## config.mk

```make
export PLATFORM = sky130hd
export DESIGN_NAME = strobe_cycle_ctrl
export DESIGN_NICKNAME = d
export VERILOG_FILES = /design/src/rtl/strobe_cycle_pkg.sv /design/src/rtl/strobe_sync.sv /design/src/rtl/self_rfsh_timer.sv /design/src/rtl/cell_array.sv /design/src/rtl/cycle_decoder.sv /design/src/rtl/strobe_cycle_ctrl.sv
export SDC_FILE = /design/constraint.sdc
export NUM_CORES = 1
export LEC_CHECK = 0
export ABC_CLOCK_PERIOD_IN_PS = 4700
export BUFFER_PORTS_ARGS = -buffer_cell sky130_fd_sc_hd__buf_2
export CAP_MARGIN = 20
export CORE_ASPECT_RATIO = 1.75
export CORE_UTILIZATION = 55
export DETAILED_ROUTE_END_ITERATION = 7
export PLACE_DENSITY_LB_ADDON = 0.1
export RECOVER_POWER = 25
export SETUP_SLACK_MARGIN = 0.5
export SLEW_MARGIN = 20
export SYNTH_ARGS = -nofsm -noshare
export SYNTH_HDL_FRONTEND = slang
export SYNTH_SLANG_ARGS = --single-unit
```

## constraint.sdc

```tcl
create_clock -name clk -period 4.7 [get_ports clk]
set_clock_uncertainty 0.2 [all_clocks]
set_input_delay 0.94 -clock clk [delete_from_list [all_inputs] [get_ports clk]]
set_output_delay 0.94 -clock clk [all_outputs]
set_load 0.005 [all_outputs]
```

## src/rtl/strobe_cycle_pkg.sv

```systemverilog
package strobe_cycle_pkg;
  typedef enum logic [3:0] {
    CT_IDLE     = 4'd0,
    CT_READ     = 4'd1,
    CT_EARLY_WR = 4'd2,
    CT_DELAY_WR = 4'd3,
    CT_RMW      = 4'd4,
    CT_PAGE     = 4'd5,
    CT_ROW_ONLY = 4'd6,
    CT_CBR      = 4'd7,
    CT_HIDDEN   = 4'd8,
    CT_SELF     = 4'd9
  } cyc_e;
endpackage

```

## src/rtl/strobe_sync.sv

```systemverilog
module strobe_sync #(
  parameter int            W       = 4,
  parameter logic [W-1:0]  RST_VAL = '0
) (
  input  logic         clk,
  input  logic         rst,
  input  logic [W-1:0] d,
  output logic [W-1:0] q
);
  logic [W-1:0] stage1;

  always_ff @(posedge clk) begin
    if (rst) begin
      stage1 <= RST_VAL;
      q      <= RST_VAL;
    end else begin
      stage1 <= d;
      q      <= stage1;
    end
  end
endmodule

```

## src/rtl/self_rfsh_timer.sv

```systemverilog
module self_rfsh_timer #(
  parameter int THRESH = 100000,
  parameter int IVL    = 1562
) (
  input  logic clk,
  input  logic rst,
  input  logic hold,
  output logic active,
  output logic tick
);
  localparam int TW = $clog2(THRESH + 1);
  localparam int IW = (IVL > 1) ? $clog2(IVL) : 1;

  logic [TW-1:0] held;
  logic [IW-1:0] ivl;

  always_ff @(posedge clk) begin
    if (rst || !hold) begin
      held   <= '0;
      ivl    <= '0;
      active <= 1'b0;
    end else if (!active) begin
      held <= held + TW'(1);
      if (held == TW'(THRESH - 1)) active <= 1'b1;
    end else begin
      ivl <= (ivl == IW'(IVL - 1)) ? '0 : ivl + IW'(1);
    end
  end

  assign tick = active && hold && (ivl == IW'(IVL - 1));
endmodule

```

## src/rtl/cell_array.sv

```systemverilog
module cell_array #(
  parameter int AW = 8,
  parameter int DW = 4
) (
  input  logic          clk,
  input  logic          we,
  input  logic [AW-1:0] waddr,
  input  logic [DW-1:0] wdata,
  input  logic [AW-1:0] raddr,
  output logic [DW-1:0] rdata
);
  localparam int DEPTH = 1 << AW;

  logic [DW-1:0] cells [DEPTH];

  always_ff @(posedge clk) begin
    if (we) cells[waddr] <= wdata;
    rdata <= cells[raddr];
  end
endmodule

```

## src/rtl/cycle_decoder.sv

```systemverilog
module cycle_decoder
  import strobe_cycle_pkg::*;
#(
  parameter int ADDR_W    = 11,
  parameter int DATA_W    = 4,
  parameter int ROW_BITS  = 4,
  parameter int COL_BITS  = 4,
  localparam int CELL_W   = ROW_BITS + COL_BITS
) (
  input  logic              clk,
  input  logic              rst,
  input  logic              ras_n_s,
  input  logic              cas_n_s,
  input  logic              we_n_s,
  input  logic              oe_n_s,
  input  logic [ADDR_W-1:0] addr_s,
  input  logic [DATA_W-1:0] din_s,
  input  logic              self_act,
  input  logic              self_tick,
  output logic              cbr_hold,
  output cyc_e              ctype,
  output logic [ADDR_W-1:0] rfsh_cnt,
  output logic [ADDR_W-1:0] rfsh_row,
  output logic              wr_en,
  output logic [CELL_W-1:0] wr_addr,
  output logic [DATA_W-1:0] wr_data,
  output logic [CELL_W-1:0] rd_addr,
  output logic              out_on
);
  logic ras_p, cas_p, we_p;
  logic ras_fall, ras_rise, cas_fall, we_fall;
  logic row_open;   // row strobe fell with column strobe high
  logic cas_seen;   // a column access happened in this row window
  logic rd_valid;   // read data is held for the pins
  logic rd_seen;    // held data was driven out with output enable low
  logic cbr_win;    // row strobe low inside a strobe-order refresh
  logic [ROW_BITS-1:0] row_q;
  logic [COL_BITS-1:0] col_q;

  assign ras_fall = ras_p & ~ras_n_s;
  assign ras_rise = ~ras_p & ras_n_s;
  assign cas_fall = cas_p & ~cas_n_s;
  assign we_fall  = we_p & ~we_n_s;

  assign cbr_hold = cbr_win & ~ras_n_s;
  assign out_on   = rd_valid & ~oe_n_s;
  assign rd_addr  = cas_fall ? {row_q, addr_s[COL_BITS-1:0]} : {row_q, col_q};

  always_ff @(posedge clk) begin
    if (rst) begin
      ras_p    <= 1'b1;
      cas_p    <= 1'b1;
      we_p     <= 1'b1;
      row_open <= 1'b0;
      cas_seen <= 1'b0;
      rd_valid <= 1'b0;
      rd_seen  <= 1'b0;
      cbr_win  <= 1'b0;
      row_q    <= '0;
      col_q    <= '0;
      ctype    <= CT_IDLE;
      rfsh_cnt <= '0;
      rfsh_row <= '0;
      wr_en    <= 1'b0;
      wr_addr  <= '0;
      wr_data  <= '0;
    end else begin
      ras_p <= ras_n_s;
      cas_p <= cas_n_s;
      we_p  <= we_n_s;
      wr_en <= 1'b0;

      if (rd_valid && !oe_n_s) rd_seen <= 1'b1;
      if (ras_n_s && cas_n_s)  rd_valid <= 1'b0;
      if (ras_n_s)             cbr_win <= 1'b0;

      if (ras_rise) begin
        row_open <= 1'b0;
        cas_seen <= 1'b0;
      end

      // the column strobe level at the row edge picks the refresh kind
      if (ras_fall) begin
        if (cas_n_s) begin
          ctype    <= CT_ROW_ONLY;
          row_open <= 1'b1;
          cas_seen <= 1'b0;
          rd_valid <= 1'b0;
          row_q    <= addr_s[ROW_BITS-1:0];
          rfsh_row <= addr_s;
        end else begin
          ctype    <= rd_valid ? CT_HIDDEN : CT_CBR;
          cbr_win  <= ~rd_valid;
          rfsh_row <= rfsh_cnt;
          rfsh_cnt <= rfsh_cnt + ADDR_W'(1);
        end
      end

      // column access, write enable level decides direction
      if (cas_fall && row_open) begin
        col_q    <= addr_s[COL_BITS-1:0];
        cas_seen <= 1'b1;
        rd_seen  <= 1'b0;
        if (!we_n_s) begin
          ctype    <= cas_seen ? CT_PAGE : CT_EARLY_WR;
          wr_en    <= 1'b1;
          wr_addr  <= {row_q, addr_s[COL_BITS-1:0]};
          wr_data  <= din_s;
          rd_valid <= 1'b0;
        end else begin
          ctype    <= cas_seen ? CT_PAGE : CT_READ;
          rd_valid <= 1'b1;
        end
      end

      // late write enable edge
      if (we_fall) begin
        if (cas_n_s) begin
          rd_valid <= 1'b0;
        end else if (row_open && cas_seen && !ras_n_s &&
                     (ctype == CT_READ || ctype == CT_PAGE)) begin
          ctype    <= rd_seen ? CT_RMW : CT_DELAY_WR;
          wr_en    <= 1'b1;
          wr_addr  <= {row_q, col_q};
          wr_data  <= din_s;
          rd_valid <= 1'b0;
        end
      end

      // self refresh promotion and timed steps
      if (self_tick) begin
        rfsh_row <= rfsh_cnt;
        rfsh_cnt <= rfsh_cnt + ADDR_W'(1);
      end
      if (self_act && ctype == CT_CBR) ctype <= CT_SELF;
    end
  end
endmodule

```

## src/rtl/strobe_cycle_ctrl.sv

```systemverilog
module strobe_cycle_ctrl
  import strobe_cycle_pkg::*;
#(
  parameter int ADDR_W      = 11,
  parameter int DATA_W      = 4,
  parameter int ARR_ROW_W   = 4,
  parameter int ARR_COL_W   = 4,
  parameter int SELF_THRESH = 100000,
  parameter int SELF_IVL    = 1562
) (
  input  logic              clk,
  input  logic              rst,
  input  logic              ras_n,
  input  logic              cas_n,
  input  logic              we_n,
  input  logic              oe_n,
  input  logic [ADDR_W-1:0] addr,
  input  logic [DATA_W-1:0] din,
  output logic [DATA_W-1:0] dout,
  output logic              dout_en,
  output logic [3:0]        cyc_type,
  output logic [ADDR_W-1:0] rfsh_cnt,
  output logic [ADDR_W-1:0] rfsh_row,
  output logic              self_ref
);
  localparam int CELL_W = ARR_ROW_W + ARR_COL_W;
  localparam int SYNC_W = 4 + ADDR_W + DATA_W;
  localparam logic [SYNC_W-1:0] SYNC_RST = {4'b1111, {(ADDR_W + DATA_W){1'b0}}};

  logic [SYNC_W-1:0] sync_q;
  logic              ras_n_s, cas_n_s, we_n_s, oe_n_s;
  logic [ADDR_W-1:0] addr_s;
  logic [DATA_W-1:0] din_s;
  logic              cbr_hold, self_tick, out_on, wr_en;
  logic [CELL_W-1:0] wr_addr, rd_addr;
  logic [DATA_W-1:0] wr_data, rd_data;
  cyc_e              ctype;

  // address and data ride the same two stages so they line up with the strobes
  strobe_sync #(.W(SYNC_W), .RST_VAL(SYNC_RST)) u_sync (
    .clk (clk),
    .rst (rst),
    .d   ({ras_n, cas_n, we_n, oe_n, addr, din}),
    .q   (sync_q)
  );
  assign {ras_n_s, cas_n_s, we_n_s, oe_n_s, addr_s, din_s} = sync_q;

  self_rfsh_timer #(.THRESH(SELF_THRESH), .IVL(SELF_IVL)) u_timer (
    .clk    (clk),
    .rst    (rst),
    .hold   (cbr_hold),
    .active (self_ref),
    .tick   (self_tick)
  );

  cycle_decoder #(
    .ADDR_W   (ADDR_W),
    .DATA_W   (DATA_W),
    .ROW_BITS (ARR_ROW_W),
    .COL_BITS (ARR_COL_W)
  ) u_dec (
    .clk       (clk),
    .rst       (rst),
    .ras_n_s   (ras_n_s),
    .cas_n_s   (cas_n_s),
    .we_n_s    (we_n_s),
    .oe_n_s    (oe_n_s),
    .addr_s    (addr_s),
    .din_s     (din_s),
    .self_act  (self_ref),
    .self_tick (self_tick),
    .cbr_hold  (cbr_hold),
    .ctype     (ctype),
    .rfsh_cnt  (rfsh_cnt),
    .rfsh_row  (rfsh_row),
    .wr_en     (wr_en),
    .wr_addr   (wr_addr),
    .wr_data   (wr_data),
    .rd_addr   (rd_addr),
    .out_on    (out_on)
  );

  cell_array #(.AW(CELL_W), .DW(DATA_W)) u_array (
    .clk   (clk),
    .we    (wr_en),
    .waddr (wr_addr),
    .wdata (wr_data),
    .raddr (rd_addr),
    .rdata (rd_data)
  );

  assign cyc_type = ctype;

  always_ff @(posedge clk) begin
    if (rst) begin
      dout    <= '0;
      dout_en <= 1'b0;
    end else begin
      dout    <= out_on ? rd_data : '0;
      dout_en <= out_on;
    end
  end
endmodule

```

==> impl_metrics.csv <==
group,metric,value,unit
synth,synth_flop_cell,"edfxtp_1",
setup_path,critPathKind,"reg -> reg",
setup_path,slowest_delay,1.92,ns
global_routing,grt_overflow,0,
timing,max_slew_margin,-151,%
setup_path,setup.worst_path.end,"u_array.cells[62][1]",
global_routing,grt_pass1_vias,28064,
synth,synth_area_leaders,"edfxtp_1 67%, dfxtp_1 5.8%, nand2_1 2.9%",
setup_path,cp.depth,1,
placement,dp_hpwl,79600,um
setup_path,crit_arrival,4.18,ns
setup_path,cp_max_fo,59,
floorplanning,num_rows,139,
clock_tree,ctsHoldBuffers,0,
final_layout,layout-drive-gt1-share,14.6,%
final_layout,final_cells,4264,
pwr,p_leak,16.5,nW
route,drtPass1Iterations,6,
pwr,p_per_area,392,nW/um2
synth,ys_ff_latch,1155,
synth,synthArstFlopShare,0,%
final_layout,n_antenna_cell,0,
placement,globalplace.congestion,0.919,
synth,ys_seq_area_share,73.2,%
clock_tree,post-cts-setup-buffers,0,
global_routing,antenna_found_initial,2,
setup_path,cp-start-kind,"flop",
final_layout,final_nets,3147,
route,antenna_left,0,
timing,worstMarginPinSlew,3.77,ns
clock_tree,cts-root-buf,"clkbuf_16",
placement,port_buffers,52,
setup_path,timing.rr.start,"u_dec.wr_data[1]",
synth,synth_cell_types,67,
setup_path,worstSetupEndpointType,"flop",
timing,hold_viol_final,0,
global_routing,grt_first_pass_wirelength,182000,um
setup_path,worstPathCellList,"clkbuf_1",
status,outcome,"finished with violations",
timing,fin_crit_sh,88.8,%
timing,finalSetupViolCount,0,
route,drtIter0Drc,2702,
final_layout,layout-area-overhead-vs-synth,11.2,%
floorplanning,start_util,55.6,%
timing,rsz0062_at_grt,"false",
global_routing,grtUsageTotal,30.2,%
route,wirelength,125000,um
synth,synth_edf_count,1024,
clock_tree,cts.sinks,1155,
setup_path,reg2regPathDepth,1,
timing,tns,0,ns
job,drv_cap,8,
setup_path,cp-startpoint,"u_dec.wr_data[1]",
synth,synth_top_cell_by_area,"edfxtp_1",
clock_tree,clockBufferDepth,3,
setup_path,crit_slowest_cell,"dfxtp_1",
setup_path,cp_num_buf_inv,1,
synth,synth_cells,3067,
setup_path,crit_required,4.70,ns
timing,worst_hold_slack,0.206,ns
timing,fin_crit,4.17,ns
route,drc,0,
synth,yosysWarnings,0,
status,violations,"capacitance limit, slew limit",
worst_hold_path,hp-class,"reg -> reg",
floorplanning,chipWidth,220,um
synth,yosysTopAreaCellShare,67.4,%
clock_tree,clkLatencyLatePin,0.70,ns
clock_tree,cts_buffers,98,
floorplanning,die-area,84100,um2
route,vias,27449,
placement,dp.cells,4079,
synth,avgSynthCellArea,14.9,um2
floorplanning,io_pins,53,
timing,slew_viol_final,595,
clock_tree,cts-htree-levels,3,
global_routing,grt_max_degree,167,
setup_path,r2r_setup_slack,0.53,ns
pwr,ir_drop,0.000370,V
clock_tree,cts_tree,"done",
synth,syn_nets,3092,
route,avgViaCountPerCell,6.44,
route,wl_per_cell,29.3,um
timing,max_freq,240,MHz
clock_tree,clk_pin_slew,0.07,ns
setup_path,crit_family,"flip-flops",
floorplanning,design.core.area,82100,um2
setup_path,r2r-end,"u_array.cells[62][1]",
floorplanning,die_y,383,um
clock_tree,cts_resized,0,
synth,synth.cell_area,45600,um2
-- kinds of logic (layout without fill, tap and decap cells) --
group / after synthesis / in the layout / share of synthesized area [%]
muxes: 249 / 249 / 7.29
and+or+nand+nor: 998 / 998 / 9.57
DFF: 1155 / 1155 / 73.2
AOI/OAI and AO/OA: 412 / 412 / 6.92
xor gates and xnor gates: 30 / 30 / 0.576
buffers and inverters: 219 / 359 / 2.36
adders and majority gates: 4 / 4 / 0.110
-- layout by cell type (no fill, tap or decap), types with 30 or more instances in the layout --
master / Yosys / routed
a221oi_1: 86 / 86
a32oi_1: 42 / 42
mux2_2: 39 / 39
nor2_1: 350 / 348
o221ai_1: 75 / 75
clkbuf_16: 0 / 101
mux2i_1: 117 / 116
mux4_2: 57 / 57
dfxtp_1: 131 / 131
buf_4: 15 / 90
nor2b_1: 45 / 45
nand4_1: 32 / 32
o22ai_1: 30 / 30
buf_2: 56 / 51
edfxtp_1: 1024 / 1024
nand3_1: 125 / 119
o21ai_0: 61 / 60
nand2_1: 353 / 353
-- state kept, by name, indices dropped and copies added, names as in the netlist, 4 cells and up --
signal	count
u_sync.q	19
u_dec.wr_data	4
dout	4
u_timer.ivl	11
u_dec.rfsh_cnt	11
u_dec.ctype	4
u_array.rdata	4
u_dec.wr_addr	8
u_timer.held	17
u_dec.col_q	4
u_sync.stage1	19
u_dec.row_q	4
u_dec.rfsh_row	11
u_array.cells	1024
-- stage by stage --
step | worst slack, ns | instance area (um2) | utilization (%) | power, mW
CTS | 0.603 | 50800 | 61.8 | 20.0
finish | 0.528 | 50700 | 61.8 | 19.9
detailed placement | 0.616 | 47300 | 57.7 | 11.5
floorplan | 1.91 | 45600 | - | 11.4
global route | 0.292 | 50700 | 61.8 | 20.4
global placement | 0.754 | 47300 | 57.7 | 11.5
-- synthesized netlist by cell type, types with 13 or more instances --
master,number
edfxtp_1,1024
nand2_1,353
nor2_1,350
dfxtp_1,131
nand3_1,125
mux2i_1,117
clkbuf_1,114
a221oi_1,86
o221ai_1,75
o21ai_0,61
mux4_2,57
buf_2,56
nor2b_1,45
a32oi_1,42
mux2_2,39
nand4_1,32
o22ai_1,30
a21oi_1,28
mux2_1,28
a31oi_1,26
xor2_1,21
buf_6,17
a211oi_1,16
buf_4,15
or2_2,14
a32o_1,13
nor3_1,13
nor4_1,13
-- power breakdown --
group	internal, mW	switching (mW)	total, mW
registers	11.0	0.0196	11.0
clock network	4.89	3.73	8.62
logic	0.0945	0.153	0.247
total	16.0	3.90	19.9
-- how the worst min path moves through the flow --
stage	start	to	slack (ns)	cells past startpoint
6_report	u_sync.stage1[18]	u_sync.q[18]	0.21	1
5_1_grt	we_n	u_sync.stage1[16]	0.20	2
2_1_floorplan	u_sync.stage1[15]	u_sync.q[15]	0.19	1
3_3_place_gp	u_sync.stage1[18]	u_sync.q[18]	0.20	1
3_5_place_dp	u_sync.stage1[18]	u_sync.q[18]	0.20	1
4_1_cts	oe_n	u_sync.stage1[15]	0.19	2
-- layout make-up --
type,count,area [um2]
multi-input combinational,1693,11300
fill,6156,31400
clock buffer,116,2620
clock inverter,69,806
sequential,1155,33400
timing repair buffer,163,1260
tap,1057,1320
inverter,11,41.3
-- per-layer routing --
layer | up-vias | GRT usage (%) | share of wire, %
met2 | 1275 | 52.6 | 52
met4 | 6 | 17.2 | 6.1
met5 | - | 0 | 0.030
li1 | 11945 | - | -
met1 | 13896 | 34.7 | 35
met3 | 327 | 5.61 | 7.2
No activity file was read; power rests on OpenSTA's default activity.
